### src/rtl/fsp_pkg.sv
package fsp_pkg;
   typedef enum logic [1:0] {
      PKT_8  = 2'd0,
      PKT_10 = 2'd1,
      PKT_12 = 2'd2,
      PKT_16 = 2'd3
   } pkt_len_e;

   // number of bits in one packet for a length code
   function automatic logic [4:0] pkt_bits(input logic [1:0] code);
      case (pkt_len_e'(code))
         PKT_8:   return 5'd8;
         PKT_10:  return 5'd10;
         PKT_12:  return 5'd12;
         default: return 5'd16;
      endcase
   endfunction
endpackage

### src/rtl/fsp_bitclk.sv
module fsp_bitclk #(
   parameter int CLK_DIV = 8
) (
   input  logic clk,
   input  logic rst_n,
   input  logic en,
   output logic sclk_raw,
   output logic rise_now
);
   localparam int HALF = CLK_DIV / 2;
   localparam int CW   = (HALF > 1) ? $clog2(HALF) : 1;
   localparam logic [CW-1:0] LAST = CW'(HALF - 1);

   initial assert (CLK_DIV >= 4 && (CLK_DIV % 2) == 0)
      else $error("fsp_bitclk: CLK_DIV must be even and at least 4");

   logic [CW-1:0] cnt;
   logic          wrap;

   assign wrap     = en && (cnt == LAST);
   assign rise_now = wrap && !sclk_raw;

   always_ff @(posedge clk or negedge rst_n) begin
      if (!rst_n) begin
         cnt      <= '0;
         sclk_raw <= 1'b0;
      end else if (!en) begin
         cnt      <= '0;
         sclk_raw <= 1'b0;
      end else if (wrap) begin
         cnt      <= '0;
         sclk_raw <= ~sclk_raw;
      end else begin
         cnt <= cnt + 1'b1;
      end
   end

   // once the clock rises it holds for at least one more system clock
   a_r8_half_period: assert property (@(posedge clk) disable iff (!rst_n || !en)
      $rose(sclk_raw) |=> sclk_raw);
endmodule

### src/rtl/fsp_tx.sv
module fsp_tx #(
   parameter int W = 16
) (
   input  logic         clk,
   input  logic         rst_n,
   input  logic         en,
   input  logic         cont,
   input  logic [1:0]   len_code,
   input  logic         ie,
   input  logic         rise,
   input  logic         wr,
   input  logic [W-1:0] wdata,
   output logic         dat,
   output logic         fs_act,
   output logic         irq,
   output logic         empty,
   output logic         urun
);
   localparam logic [4:0] WL = 5'(W);

   initial assert (W >= 16 && W <= 31)
      else $error("fsp_tx: W must lie between 16 and 31");

   logic [W-1:0] hold, shreg, last_word;
   logic         hold_v, stream;
   logic [4:0]   left;
   logic [4:0]   plen;

   assign plen  = fsp_pkg::pkt_bits(len_code);
   assign dat   = shreg[W-1];
   assign empty = !hold_v;

   always_ff @(posedge clk or negedge rst_n) begin
      if (!rst_n) begin
         hold      <= '0;
         shreg     <= '0;
         last_word <= '0;
         hold_v    <= 1'b0;
         stream    <= 1'b0;
         left      <= '0;
         fs_act    <= 1'b0;
         irq       <= 1'b0;
         urun      <= 1'b0;
      end else begin
         irq <= 1'b0;
         if (!en) begin
            shreg  <= '0;
            left   <= '0;
            stream <= 1'b0;
            fs_act <= 1'b0;
         end else if (rise) begin
            if (left > 5'd1) begin
               shreg  <= shreg << 1;
               left   <= left - 5'd1;
               fs_act <= 1'b0;
            end else if (hold_v) begin
               shreg     <= hold << (WL - plen);
               last_word <= hold;
               hold_v    <= 1'b0;
               left      <= plen;
               fs_act    <= !stream;
               stream    <= cont;
               irq       <= ie;
            end else if (stream && cont) begin
               shreg  <= last_word << (WL - plen);
               left   <= plen;
               fs_act <= 1'b0;
               urun   <= 1'b1;
            end else begin
               shreg  <= '0;
               left   <= '0;
               fs_act <= 1'b0;
               stream <= 1'b0;
            end
         end
         if (!cont) stream <= 1'b0;
         if (wr) begin
            hold   <= wdata;
            hold_v <= 1'b1;
            urun   <= 1'b0;
         end
      end
   end

   // transmit interrupt is a single-cycle pulse
   a_r7_tx_irq_pulse: assert property (@(posedge clk) disable iff (!rst_n)
      irq |=> !irq);
   // an interrupt only follows a load from a full holding register
   a_r2_load_from_full: assert property (@(posedge clk) disable iff (!rst_n)
      irq |-> $past(hold_v));
   // a frame pulse never starts inside a running stream
   a_r5_no_fs_midstream: assert property (@(posedge clk) disable iff (!rst_n)
      $rose(fs_act) |-> !$past(stream));
   // underrun only arises in continuous framing
   a_r10_urun_cont: assert property (@(posedge clk) disable iff (!rst_n)
      $rose(urun) |-> $past(cont));
endmodule

### src/rtl/fsp_rx.sv
module fsp_rx #(
   parameter int W     = 16,
   parameter int NSYNC = 2
) (
   input  logic         clk,
   input  logic         rst_n,
   input  logic         en,
   input  logic         cont,
   input  logic [1:0]   len_code,
   input  logic         clk_pol,
   input  logic         fs_pol,
   input  logic         ie,
   input  logic         sclk_i,
   input  logic         fs_i,
   input  logic         dat_i,
   input  logic         rd,
   output logic [W-1:0] rdata,
   output logic         avail,
   output logic         ovr,
   output logic         irq
);
   initial assert (NSYNC >= 2 && W >= 16)
      else $error("fsp_rx: NSYNC must be at least 2 and W at least 16");

   logic [2:0] pins_in, pins_s;
   assign pins_in = {sclk_i, fs_i, dat_i};

   for (genvar g = 0; g < 3; g++) begin : g_sync
      logic [NSYNC-1:0] chain;
      always_ff @(posedge clk or negedge rst_n) begin
         if (!rst_n) chain <= '0;
         else        chain <= {chain[NSYNC-2:0], pins_in[g]};
      end
      assign pins_s[g] = chain[NSYNC-1];
   end

   logic         sclk_n, sclk_prev, sample, framed, start, take;
   logic [W-1:0] shreg, nsh;
   logic [4:0]   cnt, ncnt, plen;
   logic         stream;

   assign plen   = fsp_pkg::pkt_bits(len_code);
   assign sclk_n = pins_s[2] ^ clk_pol;
   assign sample = en && sclk_prev && !sclk_n;

   always_comb begin
      framed = pins_s[1] ^ fs_pol;
      start  = framed || (cnt == 5'd0 && stream);
      take   = sample && (start || cnt != 5'd0);
      nsh    = start ? {{(W-1){1'b0}}, pins_s[0]} : {shreg[W-2:0], pins_s[0]};
      ncnt   = start ? 5'd1 : cnt + 5'd1;
   end

   always_ff @(posedge clk or negedge rst_n) begin
      if (!rst_n) begin
         sclk_prev <= 1'b0;
         shreg     <= '0;
         cnt       <= '0;
         stream    <= 1'b0;
         rdata     <= '0;
         avail     <= 1'b0;
         ovr       <= 1'b0;
         irq       <= 1'b0;
      end else begin
         sclk_prev <= sclk_n;
         irq       <= 1'b0;
         if (rd) begin
            avail <= 1'b0;
            ovr   <= 1'b0;
         end
         if (!en) begin
            cnt    <= '0;
            stream <= 1'b0;
         end else if (take) begin
            if (framed) stream <= cont;
            if (ncnt == plen) begin
               rdata <= nsh;
               avail <= 1'b1;
               ovr   <= ovr | (avail & !rd);
               irq   <= ie;
               cnt   <= '0;
            end else begin
               shreg <= nsh;
               cnt   <= ncnt;
            end
         end
         if (!cont) stream <= 1'b0;
      end
   end

   // receive interrupt is a single-cycle pulse
   a_r7_rx_irq_pulse: assert property (@(posedge clk) disable iff (!rst_n)
      irq |=> !irq);
   // an overrun is only reported while an unread word is held
   a_r9_ovr_avail: assert property (@(posedge clk) disable iff (!rst_n)
      ovr |-> avail);
endmodule

### src/rtl/fsp_xcvr.sv
module fsp_xcvr #(
   parameter int W       = 16,
   parameter int CLK_DIV = 8,
   parameter int NSYNC   = 2
) (
   input  logic         clk,
   input  logic         rst_n,
   input  logic         cfg_tx_en,
   input  logic         cfg_rx_en,
   input  logic [1:0]   cfg_len,
   input  logic         cfg_cont,
   input  logic         cfg_clk_pol,
   input  logic         cfg_fs_pol,
   input  logic         cfg_tx_ie,
   input  logic         cfg_rx_ie,
   input  logic         tx_wr,
   input  logic [W-1:0] tx_wdata,
   output logic         tx_empty,
   output logic         tx_underrun,
   output logic         tx_irq,
   input  logic         rx_rd,
   output logic [W-1:0] rx_rdata,
   output logic         rx_avail,
   output logic         rx_overrun,
   output logic         rx_irq,
   output logic         ser_tx_clk,
   output logic         ser_tx_fs,
   output logic         ser_tx_dat,
   input  logic         ser_rx_clk,
   input  logic         ser_rx_fs,
   input  logic         ser_rx_dat
);
   logic sclk_raw, rise_now, fs_act;

   fsp_bitclk #(.CLK_DIV(CLK_DIV)) u_bitclk (
      .clk      (clk),
      .rst_n    (rst_n),
      .en       (cfg_tx_en),
      .sclk_raw (sclk_raw),
      .rise_now (rise_now)
   );

   fsp_tx #(.W(W)) u_tx (
      .clk      (clk),
      .rst_n    (rst_n),
      .en       (cfg_tx_en),
      .cont     (cfg_cont),
      .len_code (cfg_len),
      .ie       (cfg_tx_ie),
      .rise     (rise_now),
      .wr       (tx_wr),
      .wdata    (tx_wdata),
      .dat      (ser_tx_dat),
      .fs_act   (fs_act),
      .irq      (tx_irq),
      .empty    (tx_empty),
      .urun     (tx_underrun)
   );

   fsp_rx #(.W(W), .NSYNC(NSYNC)) u_rx (
      .clk      (clk),
      .rst_n    (rst_n),
      .en       (cfg_rx_en),
      .cont     (cfg_cont),
      .len_code (cfg_len),
      .clk_pol  (cfg_clk_pol),
      .fs_pol   (cfg_fs_pol),
      .ie       (cfg_rx_ie),
      .sclk_i   (ser_rx_clk),
      .fs_i     (ser_rx_fs),
      .dat_i    (ser_rx_dat),
      .rd       (rx_rd),
      .rdata    (rx_rdata),
      .avail    (rx_avail),
      .ovr      (rx_overrun),
      .irq      (rx_irq)
   );

   assign ser_tx_clk = sclk_raw ^ cfg_clk_pol;
   assign ser_tx_fs  = fs_act ^ cfg_fs_pol;

   // while the transmitter is off the wire sits at the inactive levels
   a_r6_idle_levels: assert property (@(posedge clk) disable iff (!rst_n)
      !cfg_tx_en && !$past(cfg_tx_en) && $stable(cfg_clk_pol) && $stable(cfg_fs_pol)
         |-> (ser_tx_clk == cfg_clk_pol) && (ser_tx_fs == cfg_fs_pol));
endmodule

### config.mk
export PLATFORM = sky130hd
export DESIGN_NAME = fsp_xcvr
export DESIGN_NICKNAME = d
export VERILOG_FILES = /design/src/rtl/fsp_pkg.sv /design/src/rtl/fsp_bitclk.sv /design/src/rtl/fsp_tx.sv /design/src/rtl/fsp_rx.sv /design/src/rtl/fsp_xcvr.sv
export SDC_FILE = /design/constraint.sdc
export NUM_CORES = 1
export LEC_CHECK = 0
export BUFFER_PORTS_ARGS = -buffer_cell sky130_fd_sc_hd__buf_2
export CAP_MARGIN = 10
export CORE_ASPECT_RATIO = 0.5
export CORE_UTILIZATION = 50
export CTS_BUF_LIST = sky130_fd_sc_hd__clkbuf_4 sky130_fd_sc_hd__clkbuf_8
export DETAILED_ROUTE_END_ITERATION = 12
export GPL_TIMING_DRIVEN = 0
export MAX_ROUTING_LAYER = met4
export PLACE_DENSITY = 0.69
export SKIP_CTS_REPAIR_TIMING = 1
export SLEW_MARGIN = 10
export SYNTH_ARGS = -nofsm -noshare
export SYNTH_HDL_FRONTEND = slang
export SYNTH_HIERARCHICAL = 1
export SYNTH_SLANG_ARGS = --single-unit
export TNS_END_PERCENT = 100
### constraint.sdc
create_clock -name clk -period 2.95 [get_ports clk]
set_input_delay 0.7375 -clock clk [delete_from_list [all_inputs] [get_ports clk]]
set_output_delay 0.7375 -clock clk [all_outputs]
set_load 0.02 [all_outputs]
==> impl_metrics.yaml, run 1 <==
synth:
  synthFlopType: "dfrtp_1"
  ys_ff_latch: 108
  synthTopCellsByArea: "dfrtp_1, mux2i_1, mux2_2"
  yosys.area.top_type: "dfrtp_1"
  synth-edff-count: 0
  syn_area_per_cell_sq_um: 11.1
  synthMostInstantiatedCell: "dfrtp_1"
  ys_types: 71
  synthCells: 534
  syn-num-nets: 576
  yosys-top-cells-count: "dfrtp_1, nand2_1, mux2i_1, inv_1, mux2_2"
  syn_area_sq_mm: 0.00594
  yosys.area.top_type_share_pct: 45.5
  async_reset_ff_share_pct: 100
  synth-seq-area-share_pct: 45.5
  yosys_warnings: 6
global_routing:
  antenna_found_initial: 0
  grt_max_degree: 72
  grt_usage_pct: 25.1
  grt_pass1_vias: 4437
  grt.overflow.total: 0
  grt_first_pass_wirelength_um: 23000
run:
  drv.max_cap_violation_count: 0
route:
  via_count: 4518
  drc: 0
  avgRoutedWirePerCell_um: 18.0
  finalWirelength_um: 13800
  drt-initial-drc-count: 368
  drtAntennaViolNets: 0
  drtPass1Iterations: 5
  vias_per_cell: 5.91
sta:
  setup_viol: 0
  worst_pin_slew_ns: 0.672
  skew_ns: 0.0126
  setup_ws_ns: 0.312
  period_needed_ns: 2.64
  timing.final.crit_share_pct: 89.4
  hold_viol: 0
  slew_headroom_pct: 55.2
  fmax_mhz: 379
  rsz0062_at_grt: "no"
  slew_viol_final: 0
power_and_ir_drop:
  irDropWorstVdd_mv: 0.213
  p_per_area_mw_per_mm2: 510
  p_leak_uw: 0.00309
floorplan:
  fp.coreArea_sq_mm: 0.0113
  die_height_um: 79.1
  die_area_sq_mm: 0.0124
  top_level_ports: 57
  die_w_um: 156
  num_rows: 27
  initial_core_util_pct: 52.7
setup_path:
  ff2ff_path_depth: 8
  path_class: "in -> reg"
  worstPathArrival_ns: 2.90
  startpoint_type: "primary input"
  regToRegSetupSlack_ns: 0.52
  r2r-end: "u_rx/shreg[12]"
  critPathRequiredTime_ns: 3.21
  crit_path_end_kind: "register"
  crit_fanout: 10
  regToRegStartpoint: "u_rx/cnt[0]"
final_layout:
  final_util_pct: 58.9
  fin_area_sq_mm: 0.00664
  antennaDiodeCount: 0
  drive_gt1_share_pct: 24.8
  nets: 642
  syn_to_final_growth_pct: 11.7
cts:
  clk_pin_slew_ns: 0.12
  clkLatencyLatePin_ns: 0.39
  htreeDepth: 3
  cts_buffers: 9
  cts_tree: "yes"
  cts_sinks: 108
  clock-root-buffer: "clkbuf_8"
  cts_buffer_depth: 2
placed_design:
  dp_hpwl_um: 9930
  dpl_cell_area_sq_mm: 0.00645
  gp_congestion: 0.913
  portBuffers: 54
  post-place-ws_ns: 0.0000426
hold_path:
  hp-class: "in -> async"
outcome:
  outcome: "finished clean"
[worst max-delay path by stage]
| stage | from | end | cells past startpoint |
|---|---|---|---|
| after floorplan | cfg_len[1] | u_tx/shreg[8] | 7 |
| after global placement | rst_n | u_tx/urun | 1 |
| after detailed placement | cfg_len[0] | u_tx/shreg[11] | 8 |
| after CTS | cfg_len[1] | u_tx/shreg[11] | 10 |
| after global routing | cfg_len[1] | u_tx/shreg[11] | 10 |
| final | cfg_len[1] | u_tx/shreg[11] | 10 |
[sequential cells by signal (all words and copies together), names as in the netlist]
name / cells
u_tx/left: 5
u_rx/irq: 1
u_tx/irq: 1
u_rx/ovr: 1
u_tx/hold: 16
u_rx/avail: 1
u_rx/g_sync.chain: 6
u_rx/sclk_prev: 1
u_rx/shreg: 15
u_bitclk/sclk_raw: 1
u_tx/shreg: 16
u_tx/hold_v: 1
u_bitclk/cnt: 2
u_rx/stream: 1
u_tx/stream: 1
u_rx/rdata: 16
u_rx/cnt: 5
u_tx/fs_act: 1
u_tx/urun: 1
u_tx/last_word: 16
[cells by family (layout without fill, tap and decap cells)]
family / count (synthesis) / in the layout / share of synthesized area, %
AOI/OAI and AO/OA: 126 / 126 / 15.8
and+or+nand+nor: 123 / 123 / 11.6
DFF: 108 / 108 / 45.5
muxes: 89 / 89 / 18.3
buffers and inverters: 70 / 141 / 5.62
adders and majority gates: 10 / 10 / 2.10
xor gates and xnor gates: 8 / 8 / 1.18
[power breakdown]
part	leakage [uW]	switching (uW)	internal, uW
Sequential	0.00135	165	1620
Clock	0.000100	557	342
Combinational	0.00164	362	345
[worst max-delay path, cell delays in order]
cell       delay [ns]
buf_2            0.15
inv_1            0.11
ha_1             0.17
buf_6            0.15
buf_4            0.23
buf_2            0.30
mux2i_1          0.37
nor2_1           0.06
a2111oi_0        0.50
o21ai_1          0.11
[layer usage]
layer | global-route usage, % | share of wire, %
met1 | 33.9 | 46
met5 | - | 0
met4 | 6.47 | 1.1
met2 | 38.7 | 46
met3 | 5.29 | 6.5
[cells in the final DEF (no fill, tap or decap), types with 5 or more instances in the layout]
master / n
a21oi_1: 10
a22o_1: 19
a22oi_1: 7
a2bb2oi_1: 5
and2_1: 5
and3_1: 5
buf_2: 65
buf_6: 7
clkbuf_1: 13
clkbuf_8: 9
dfrtp_1: 108
ha_1: 10
inv_1: 35
mux2_2: 34
mux2i_1: 42
mux4_2: 11
nand2_1: 45
nand3_1: 9
nand3b_1: 5
nor2_1: 18
nor2b_1: 7
nor3_1: 6
o21ai_0: 21
o22ai_1: 9
xor2_1: 6
[final cells by class]
| type | count | area (sq um) |
|---|---|---|
| repair buffers | 55 | 304 |
| fillers | 1008 | 4640 |
| flip-flops and latches | 108 | 2700 |
| clock inverters | 6 | 62.6 |
| well taps | 159 | 199 |
| plain buffers | 35 | 203 |
| multi-input cells | 356 | 2910 |
| inverters | 35 | 131 |
| clock buffers | 10 | 131 |
[per-stage QoR]
stage               power, uW  hold slack (ns)  TNS (ns)  std cells
floorplan                2260            0.331         0        534
global placement         2490            0.333    -10.55        747
detailed placement       2510            0.336         0        748
CTS                      3410            0.223         0        764
global route             3560            0.238         0        764
finish                   3390            0.222         0        764
Note: power is estimated with default switching activity, not from simulation.
==> run 2: changes to the inputs <==
CORE_UTILIZATION = 58   (was 50)
GPL_TIMING_DRIVEN = not set   (was 0)
PLACE_DENSITY = not set   (was 0.69)
PLACE_DENSITY_LB_ADDON = 0.2   (was not set)
==> run 2 against run 1 <==
Clock power barely moved. Global-route usage rose by 3.8 points. Die area fell by 14%. Highest routed layer unchanged. Register-to-register slack got worse by 0.10 ns. Power barely moved. Largest cell class unchanged. Sequential share of layout area rose by 0.44 points.
==> impl_metrics.yaml, run 2 (synthesis gave the netlist of run 1 again) <==
cts:
  htreeDepth: 3
  cts_buffer_depth: 2
  cts_buffers: 9
  cts_sinks: 108
  clkLatencyLatePin_ns: 0.37
  clock-root-buffer: "clkbuf_8"
  clk_pin_slew_ns: 0.11
  cts_tree: "yes"
setup_path:
  crit_slowest_cell: "dfrtp_1"
  path_class: "reg -> reg"
  worstPathArrival_ns: 2.80
  crit_path_end_kind: "register"
  critPathRequiredTime_ns: 3.22
  worstPathCellList: "ha_1 > xor2_1 > or3_1 > a21oi_2 > and3_1 > a21o_4 > mux2_2"
  startpoint_type: "register"
  crit_fanout: 15
  cp_slowest_stage_delay_ns: 0.44
route:
  drtPass1Iterations: 6
  finalWirelength_um: 13700
  drt-initial-drc-count: 336
  vias_per_cell: 6.18
  avgRoutedWirePerCell_um: 18.8
  drc: 0
  drtAntennaViolNets: 0
  via_count: 4491
global_routing:
  grt_usage_pct: 28.8
  grt.overflow.total: 0
  grt_pass1_vias: 4480
  grt_first_pass_wirelength_um: 23000
  antenna_found_initial: 0
  grt_max_degree: 52
power_and_ir_drop:
  power_switching_uw: 1080
  pwr-share-clk_pct: 26.5
  p_sw_share_pct: 31.9
  power.internal_uw: 2310
  p_comb_share_pct: 20.4
  p_leak_uw: 0.00308
  p_seq_share_pct: 53.1
  irDropWorstVdd_mv: 0.242
  p_per_area_mw_per_mm2: 516
placed_design:
  dp_cells: 711
  dp_hpwl_um: 9590
  gp_congestion: 0.995
  portBuffers: 56
sta:
  period_needed_ns: 2.53
  worst_pin_slew_ns: 0.904
  fmax_mhz: 395
  tns_ns: 0
  hold_viol: 0
  slew_viol_final: 0
  skew_ns: 0.00863
  timing.final.crit_share_pct: 85.8
  setup_viol: 0
  slew_headroom_pct: 39.6
  rsz0062_at_grt: "no"
floorplan:
  initial_core_util_pct: 61.3
  die_w_um: 145
  num_rows: 25
  die_height_um: 73.6
  top_level_ports: 57
  fp.coreArea_sq_mm: 0.00970
  die_area_sq_mm: 0.0107
final_layout:
  syn_to_final_growth_pct: 10.5
  layout_commonest_cell: "dfrtp_1"
  mostFrequentLayoutCells: "dfrtp_1, buf_2, nand2_1"
  nets: 629
  antennaDiodeCount: 0
  drive_gt1_share_pct: 25.5
  nFillCells: 784
  final_cells: 727
run:
  drv.max_cap_violation_count: 0
hold_path:
  hp-class: "in -> async"
outcome:
  outcome: "finished clean"
==> run 2: changes by cell type in the layout (fill, tap and decap cells not counted) <==
cell	before	now
buf_1	1	0
buf_12	0	2
buf_16	1	0
buf_2	65	55
buf_4	3	20
buf_6	7	0
clkbuf_1	13	0
==> run 2: final timing paths <==
kind	startpoint	endpoint	slack, ns	cells after the start
min	rst_n	u_rx/rdata[1]	0.30	1
min in group clk	u_rx/g_sync[0].chain[0]	u_rx/g_sync[0].chain[1]	0.36	0
min reg2reg	u_rx/g_sync[0].chain[0]	u_rx/g_sync[0].chain[1]	0.36	0
max	u_rx/cnt[0]	u_rx/shreg[0]	0.42	7
max in group asynchronous	rst_n	u_tx/hold[9]	1.96	2
max reg2reg	u_rx/cnt[0]	u_rx/shreg[0]	0.42	7
==> run 2: per-stage QoR <==
| stage | cell area (sq um) | utilization [%] | setup slack [ns] | hold WS, ns | power [uW] |
|---|---|---|---|---|---|
| floorplan | 5940 | - | 0.610 | 0.331 | 2260 |
| global placement | 6380 | 65.8 | 0.196 | 0.333 | 2490 |
| detailed placement | 6380 | 65.8 | 0.0849 | 0.336 | 2510 |
| CTS | 6570 | 67.8 | 0.424 | 0.293 | 3410 |
| global route | 6570 | 67.8 | 0.313 | 0.311 | 3550 |
| finish | 6570 | 67.8 | 0.419 | 0.297 | 3390 |
==> run 2: cell type report <==
cell class              instances  area (sq um)  share of cell area [%]
multi-input cells             356          2910                    44.3
flip-flops and latches        108          2700                    41.1
repair buffers                 77           465                    7.08
well taps                     135           169                    2.57
clock buffers                  10           131                    2.00
inverters                      35           131                    2.00
clock inverters                 6          62.6                   0.952
==> run 2: layer usage <==
layer | global-route usage, % | share of wire (%) | vias to the layer above
met3 | 5.03 | 6.3 | 23
li1 | - | - | 2067
met1 | 37.6 | 45 | 2234
met4 | 6.55 | 1.2 | 0
met2 | 48.0 | 47 | 167
met5 | - | 0 | -
==> run 2: power by group through the flow <==
stage | logic, uW | registers, uW | clock network [uW]
finish | 693 | 1800 | 898
detailed placement | 686 | 1820 | 0
global route | 753 | 1820 | 982
floorplan | 513 | 1750 | 0
CTS | 689 | 1790 | 931
global placement | 675 | 1820 | 0
==> run 2: critical path: cells and delay by family (launching register included) <==
| family | cells | cell delay (ns) |
|---|---|---|
| and+or+nand+nor | 2 | 0.77 |
| DFF | 1 | 0.44 |
| AOI/OAI and AO/OA | 2 | 0.43 |
| muxes | 1 | 0.36 |
| adders and majority gates | 1 | 0.27 |
| xor gates and xnor gates | 1 | 0.18 |
==> run 3: changes to the inputs <==
PLACE_DENSITY = 0.78   (was not set)
PLACE_DENSITY_LB_ADDON = not set   (was 0.2)
==> run 3 against run 2 <==
Clock power is essentially flat. Setup slack improved by 0.054 ns. Critical path depth grew 1. Via count decreased by 1.6%. Final area is 0.34% lower. Power down 0.44%. Cell count is 0.41% lower. Clock-buffer cell count stayed put. Sequential share of layout area rose by 0.14 points. Critical path type is now in -> reg. Combinational power shrank 2%. Die area is the same. Largest cell class unchanged.
==> impl_metrics.yaml, run 3 (synthesis gave the netlist of run 1 again) <==
outcome:
  outcome: "finished clean"
sta:
  fmax_mhz: 404
  slew_viol_final: 0
  rsz0062_at_grt: "no"
  setup_ws_ns: 0.473
  period_needed_ns: 2.48
  tns_ns: 0
  timing.final.crit_share_pct: 84.0
  hold_viol: 0
  setup_viol: 0
  finalHoldWorstSlack_ns: 0.358
  skew_ns: 0.0132
  worst_pin_slew_ns: 0.873
  slew_headroom_pct: 41.7
final_layout:
  syn_to_final_growth_pct: 10.1
  regArea_sq_mm: 0.00270
  final_cells: 724
  layout_commonest_cell: "dfrtp_1"
  antennaDiodeCount: 0
  multi_input_area_sq_mm: 0.00291
  nets: 626
  mostFrequentLayoutCells: "dfrtp_1, buf_2, nand2_1"
  nFillCells: 752
  drive_gt1_share_pct: 25.1
cts:
  clkLatencyLatePin_ns: 0.39
  cts_buffer_depth: 2
  clk_pin_slew_ns: 0.11
  cts_tree: "yes"
  cts_sinks: 108
  cts_buffers: 9
  htreeDepth: 3
  clock-root-buffer: "clkbuf_8"
global_routing:
  grt_max_degree: 109
  antenna_found_initial: 0
  grt.overflow.total: 0
  grt_usage_pct: 28.7
  grt_pass1_vias: 4396
  grt_first_pass_wirelength_um: 22900
hold_path:
  holdPathStages: 0
  hp-class: "reg -> reg"
placed_design:
  portBuffers: 56
  post-place-ws_ns: 0.0947
  dp_cells: 708
  dp_hpwl_um: 9300
  gp_congestion: 0.941
setup_path:
  path_class: "in -> reg"
  startpoint_type: "primary input"
  crit_path_end_kind: "register"
  critPathRequiredTime_ns: 3.22
  crit_fanout: 15
  regToRegSetupSlack_ns: 0.53
  ff2ff_path_depth: 8
  worstPathArrival_ns: 2.74
floorplan:
  die_w_um: 145
  fp.coreArea_sq_mm: 0.00970
  top_level_ports: 57
  num_rows: 25
  die_area_sq_mm: 0.0107
  die_height_um: 73.6
  initial_core_util_pct: 61.3
power_and_ir_drop:
  pwr-share-clk_pct: 26.7
  p_seq_share_pct: 53.2
  irDropWorstVdd_mv: 0.320
  p_leak_uw: 0.00307
  power.internal_uw: 2310
  p_comb_share_pct: 20.1
  p_sw_share_pct: 31.7
  power_switching_uw: 1070
  p_per_area_mw_per_mm2: 515
route:
  drc: 0
  drt-initial-drc-count: 399
  avgRoutedWirePerCell_um: 18.8
  finalWirelength_um: 13600
  drtAntennaViolNets: 0
  vias_per_cell: 6.10
  drtPass1Iterations: 5
  via_count: 4419
run:
  drv.max_cap_violation_count: 0
[run 3: changes by cell type in the layout (fill, tap and decap cells not counted)]
cell	delta
buf_4	-3
[run 3: routing by layer]
layer,vias up,wire length (um),global-route usage [%]
met5,-,0,-
met3,17,838,5.84
met4,0,172,7.49
li1,2065,-,-
met2,155,6240,45.0
met1,2182,6350,38.6
[run 3: area by class of cell]
| class | instances | share of cell area (%) |
|---|---|---|
| repair buffers | 74 | 6.76 |
| clock inverters | 6 | 0.955 |
| multi-input cells | 356 | 44.4 |
| clock buffers | 10 | 2.01 |
| well taps | 135 | 2.58 |
| flip-flops and latches | 108 | 41.3 |
| inverters | 35 | 2.01 |
[run 3: worst max-delay path, stage by stage]
cell and delay [ns]:
buf_2 0.09, inv_1 0.06, ha_1 0.68, buf_4 0.36
inv_1 0.15, o2bb2ai_1 0.15, a2111oi_0 0.41, o21ai_1 0.10
[run 3: worst paths after layout]
check | start | end
min in group asynchronous | rst_n | u_rx/rdata[5]
hold reg to reg | u_rx/g_sync[1].chain[0] | u_rx/g_sync[1].chain[1]
setup reg to reg | u_rx/cnt[0] | u_rx/rdata[0]
setup / recovery | cfg_len[1] | u_tx/shreg[11]
max in group asynchronous | rst_n | u_tx/last_word[7]
hold / removal | u_rx/g_sync[1].chain[0] | u_rx/g_sync[1].chain[1]
[run 3: stage by stage]
step	util, %	total power [uW]	area (sq um)
CTS	67.5	3400	6550
detailed placement	65.5	2490	6350
global placement	65.5	2480	6350
finish	67.5	3380	6550
floorplan	-	2260	5940
global route	67.5	3540	6550
[run 3: power by group through the flow]
stage / registers, uW / logic, uW / clock network (uW)
after CTS: 1790 / 677 / 932
final: 1790 / 680 / 900
after global routing: 1820 / 744 / 980
after global placement: 1820 / 659 / 0
after detailed placement: 1810 / 673 / 0
after floorplan: 1750 / 513 / 0
